[config.mk]
export PLATFORM = sky130hd
export DESIGN_NAME = scl_phase_gen
export DESIGN_NICKNAME = d
export VERILOG_FILES = /design/src/rtl/scl_phase_gen.sv
export SDC_FILE = /design/constraint.sdc
export NUM_CORES = 1
export LEC_CHECK = 0
export CORE_MARGIN = 2
export CORE_UTILIZATION = 38
export DETAILED_ROUTE_END_ITERATION = 12
export GPL_TIMING_DRIVEN = 0
export PLACE_DENSITY = 0.57
export SETUP_SLACK_MARGIN = 0.3
export SLEW_MARGIN = 20
export SYNTH_ARGS = -nofsm -noshare
export SYNTH_HDL_FRONTEND = slang
export SYNTH_SLANG_ARGS = --single-unit
[constraint.sdc]
create_clock -name clk -period 3.2 [get_ports clk]
set_input_delay 0.48 -clock clk [delete_from_list [all_inputs] [get_ports clk]]
set_output_delay 0.48 -clock clk [all_outputs]
set_load 0.1 [all_outputs]
[src/rtl/scl_phase_gen.sv]
module scl_phase_gen #(
  parameter int DIV_W = 4,
  parameter int PS_W  = 8,
  parameter int TO_W  = 16,
  parameter logic [PS_W-1:0] PS_MAX = 8'hFD
) (
  input  logic             clk,
  input  logic             rst_n,
  input  logic             enable,
  input  logic [DIV_W-1:0] clk_div,
  input  logic [PS_W-1:0]  prescale,
  input  logic [PS_W-1:0]  low_adj,
  input  logic             to_en,
  input  logic [TO_W-1:0]  to_limit,
  input  logic             scl_in,
  input  logic             sda_in,
  output logic             scl_out,
  output logic             rise_stb,
  output logic             fall_stb,
  output logic             timeout
);
  localparam int CNT_W = PS_W + 2;

  logic [DIV_W-1:0] div_cnt;
  logic [CNT_W-1:0] ph_cnt;
  logic [TO_W-1:0]  scl_lo_cnt, sda_lo_cnt;

  logic [PS_W-1:0]  ps_eff;
  logic [CNT_W-1:0] high_len, low_len, ph_len;
  logic             stretched, tick, ph_last;

  assign ps_eff    = (prescale > PS_MAX) ? PS_MAX : prescale;
  assign high_len  = CNT_W'(ps_eff) + CNT_W'(2);
  assign low_len   = CNT_W'(ps_eff) + CNT_W'(low_adj) + CNT_W'(2);
  assign ph_len    = scl_out ? high_len : low_len;
  assign stretched = scl_out & ~scl_in;
  assign tick      = enable & ~stretched & (div_cnt >= clk_div);
  assign ph_last   = (ph_cnt >= ph_len - CNT_W'(1));

  always_ff @(posedge clk or negedge rst_n) begin
    if (!rst_n) begin
      div_cnt <= '0;
    end else if (!enable || stretched || tick) begin
      div_cnt <= '0;
    end else begin
      div_cnt <= div_cnt + DIV_W'(1);
    end
  end

  always_ff @(posedge clk or negedge rst_n) begin
    if (!rst_n) begin
      scl_out  <= 1'b1;
      ph_cnt   <= '0;
      rise_stb <= 1'b0;
      fall_stb <= 1'b0;
    end else if (!enable) begin
      scl_out  <= 1'b1;
      ph_cnt   <= '0;
      rise_stb <= 1'b0;
      fall_stb <= 1'b0;
    end else begin
      rise_stb <= 1'b0;
      fall_stb <= 1'b0;
      if (tick) begin
        if (ph_last) begin
          ph_cnt   <= '0;
          scl_out  <= ~scl_out;
          rise_stb <= ~scl_out;
          fall_stb <= scl_out;
        end else begin
          ph_cnt <= ph_cnt + CNT_W'(1);
        end
      end
    end
  end

  always_ff @(posedge clk or negedge rst_n) begin
    if (!rst_n) begin
      scl_lo_cnt <= '0;
      sda_lo_cnt <= '0;
    end else if (!to_en) begin
      scl_lo_cnt <= '0;
      sda_lo_cnt <= '0;
    end else begin
      if (scl_in)            scl_lo_cnt <= '0;
      else if (~&scl_lo_cnt) scl_lo_cnt <= scl_lo_cnt + TO_W'(1);
      if (sda_in)            sda_lo_cnt <= '0;
      else if (~&sda_lo_cnt) sda_lo_cnt <= sda_lo_cnt + TO_W'(1);
    end
  end

  assign timeout = to_en && (to_limit != '0) &&
                   ((scl_lo_cnt >= to_limit) || (sda_lo_cnt >= to_limit));

  p_idle_r1: assert property (@(posedge clk) disable iff (!rst_n)
    !enable |=> (scl_out && !rise_stb && !fall_stb));

  p_strobe_excl_r6: assert property (@(posedge clk) disable iff (!rst_n)
    !(rise_stb && fall_stb));

  p_rise_edge_r6: assert property (@(posedge clk) disable iff (!rst_n)
    rise_stb |-> (scl_out && !$past(scl_out)));

  p_fall_edge_r6: assert property (@(posedge clk) disable iff (!rst_n)
    fall_stb |-> (!scl_out && $past(scl_out)));

  p_stretch_hold_r7: assert property (@(posedge clk) disable iff (!rst_n)
    (enable && scl_out && !scl_in) |=> !fall_stb);

  p_to_clear_r8: assert property (@(posedge clk) disable iff (!rst_n)
    (scl_in && sda_in) |=> !timeout);

  p_to_off_r9: assert property (@(posedge clk) disable iff (!rst_n)
    !to_en |=> !timeout);
endmodule

==> run_results.csv <==
group,metric,value,unit
power,pwr_density_cell,278.1,nW/um^2
power,p_leak,2.617,nW
grt,grt_pass1_vias,3602,
outcome,outcome,"finished, violations left",
logic_synthesis,yosys.area.top_type,"dfrtp_1",
routing,vias,3706,
logic_synthesis,synth_top_cells_by_area,"dfrtp_1 (28%), ha_1 (19%), nor2_1 (4.9%)",
worst_setup_path,ff2ff_setup_slack,0.03,ns
grt,grt_first_pass_wirelength,17550,microns
floorplan,core_area,10940,sq um
floorplan,rows,38,
worst_setup_path,cp_slowest_cell,"fa_2",
worst_setup_path,worstSetupPathDepth,21,
cts,cts_made_buffers,5,
routing,vias_per_cell,5.309,
final_layout,drive_gt1_frac,0.2312,
sta,tightestPinTransition,0.9789,ns
worst_setup_path,cp.arrival,4.21,ns
worst_setup_path,start_kind,"primary input",
routing,drcViolationCount,0,
worst_setup_path,max_stage_delay,0.44,ns
place,placed_cells_incl_taps,666,
sta,maxSlewHeadroom,0.3453,
worst_setup_path,endpoint,"ph_cnt[4]",
place,pre_cts_slack,-1.713,ns
logic_synthesis,postSynthAreaPerCell,8.940,sq um
sta,fin_crit_sh,1.246,
logic_synthesis,ys.flop_type,"dfrtp_1",
place,placed_area,4979,sq um
grt,grtUsageTotal,0.1730,
logic_synthesis,syn_area,4309,sq um
routing,detail-route-antenna-nets,0,
final_layout,final_area,5675,sq um
sta,clock_skew,0.01093,ns
worst_setup_path,worstRegToRegCells,12,
logic_synthesis,synth.distinct_cells,66,
sta,worst_slack,-0.7866,ns
logic_synthesis,yosys_warnings,0,
routing,routed_wl,10580,microns
hold_path,hp-class,"in2async",
final_layout,utilization,0.5190,
sta,clock.fmax,0.2508,GHz
sta,grt_setup_unrepaired,"yes",
logic_synthesis,syn_nets,592,
sta,finalSetupViolCount,13,
power,finalPower,1.578,mW
place,place_hpwl,7764,microns
flow_run,cap_violations,0,
routing,dr.first_iter.drc_count,156,
cts,cts_tree,"yes",
sta,min_period,3.987,ns
sta,finalSetupTns,-9.189,ns
cts,hold_buffers,0,
worst_setup_path,startpoint,"prescale[6]",
final_layout,diodes,0,
logic_synthesis,yosysTopAreaCellShare,0.2787,
final_layout,nNetsFinal,667,
place,gp_congestion,0.8081,
worst_setup_path,reg2reg_to,"ph_cnt[0]",
routing,first_pass_iters,5,
routing,wl_per_cell,15.16,microns
cts,clk_latency,0.31,ns
cts,ctsHtreeMaxLevel,2,
cts,cts.sinks,49,
grt,grt_max_degree,50,
worst_setup_path,crit_required,3.42,ns
worst_setup_path,critPathTopFamily,"compound AO/OA/AOI/OAI gates",
worst_setup_path,r2r-start,"scl_out",
logic_synthesis,synth_edf_count,0,
cts,clk_path_buf_depth,2,
power,ir_worst_vdd,194.7,uV
logic_synthesis,synthTopCellsByCount,"ha_1 (67), nor2_1 (56), dfrtp_1 (48)",
logic_synthesis,synth-seq-cells,49,
logic_synthesis,ys_seq_area_frac,0.2848,
worst_setup_path,worstPathBufferInverterCount,4,
floorplan,start_util,0.3941,
floorplan,die_h,110.5,microns
worst_setup_path,end_kind,"flip-flop",
grt,antenna_found_initial,0,
worst_setup_path,crit_type,"in2reg",
sta,hold_viol,0,
floorplan,io_pins,46,
outcome,violations,"negative setup slack",
floorplan,die_width,110.5,microns
cts,cts-root-buf,"clkbuf_16",
sta,final_max_slew_viol_count,0,
sta,timing.hold.ws,0.1745,ns
cts,cts.clk_slew.worst_paths,0.08,ns
final_layout,fin_cells,698,
logic_synthesis,synthCells,482,
place,port_buffers,44,
grt,grt_overflow,0,
floorplan,die-area,12210,sq um
final_layout,area_growth,31.71,%
worst_setup_path,crit_fanout,5,
logic_synthesis,yosysMostFrequentCell,"ha_1",
worst_setup_path,worstPathCellList,"buf_8, nand4_1, o21a_1, inv_2, ha_4, inv_2, ha_4, fa_2, or4_4, o41ai_4, and2_4, and2b_1, xnor2_2, ha_1, a21o_1, a21oi_2, o211ai_1, buf_4, a21oi_4, a21oi_2, a31oi_1",
logic_synthesis,synthArstFlopShare,1.000,
logic make-up (layout without fill, tap and decap cells):
| kind of cell | Yosys count | in the layout | share of synthesized area |
|---|---|---|---|
| and+or+nand+nor | 180 | 180 | 0.2242 |
| DFF | 49 | 49 | 0.2848 |
| xor gates and xnor gates | 42 | 42 | 0.08537 |
| muxes | 6 | 6 | 0.01510 |
| AOI/OAI and AO/OA | 88 | 88 | 0.1475 |
| adders and majority gates | 68 | 68 | 0.1992 |
| buffers and inverters | 49 | 125 | 0.04385 |
flip-flops by register name, indices dropped and copies added, names as in the netlist:
signal and count:
rise_stb 1, sda_lo_cnt 16, div_cnt 4, scl_lo_cnt 16, ph_cnt 10, scl_out 1, fall_stb 1
metal layers:
| layer | GRT usage | part of all wire | up-vias |
|---|---|---|---|
| met2 | 0.2838 | 0.47 | 44 |
| met4 | 0.05583 | 0.019 | 0 |
| met1 | 0.2357 | 0.49 | 1766 |
| met3 | 0.02360 | 0.017 | 14 |
| met5 | 0 | 0 | - |
| li1 | - | - | 1882 |
worst min path at each step:
stage | start | end | slack (ns) | cells past startpoint
after floorplan | rst_n | div_cnt[0] | 0.18 | 0
after global placement | div_cnt[0] | div_cnt[0] | 0.48 | 1
after detailed placement | div_cnt[0] | div_cnt[0] | 0.49 | 1
after CTS | rst_n | scl_lo_cnt[0] | 0.23 | 1
after global routing | rst_n | sda_lo_cnt[2] | 0.25 | 1
final | rst_n | sda_lo_cnt[2] | 0.17 | 1
cells in the final DEF (no fill, tap or decap), types with 6 or more instances in the layout:
cell,instances
ha_4,12
nor2_1,56
xnor2_1,16
xor2_1,22
buf_4,24
a21oi_2,8
clkbuf_1,10
a21o_1,11
o21ai_0,9
and3_1,9
ha_1,53
inv_1,20
dfrtp_1,48
buf_2,6
nand2_1,20
nor3_1,8
nand2b_1,7
inv_2,15
a21oi_1,13
a31oi_1,8
nand4_1,19
dlygate4sd2_1,11
nand3_1,19
clkdlybuf4s50_1,21
cell type report:
type | count | area [sq um]
clock buffer | 5 | 125.1
fill | 1014 | 5260
tap | 140 | 175.2
sequential | 49 | 1227
multi-input combinational | 384 | 3289
clock inverter | 3 | 28.78
timing repair buffer | 68 | 630.6
buffer | 14 | 67.56
inverter | 35 | 131.4
repair_timing:
item | in CTS | in global routing
hold endpoints to repair | 0 | 0
pin swaps | 36 | 34
cloned | 0 | 0
setup buffers | 14 | 10
gates resized for setup | 95 | 36
endpoints found under the setup margin | 14 | 14
power breakdown:
part	internal, mW	switching (mW)	total, mW
logic	0.187	0.190	0.376
clock network	0.300	0.274	0.574
registers	0.623	0.00461	0.628
total	1.11	0.468	1.58
Note: power is estimated with default switching activity, not from simulation.
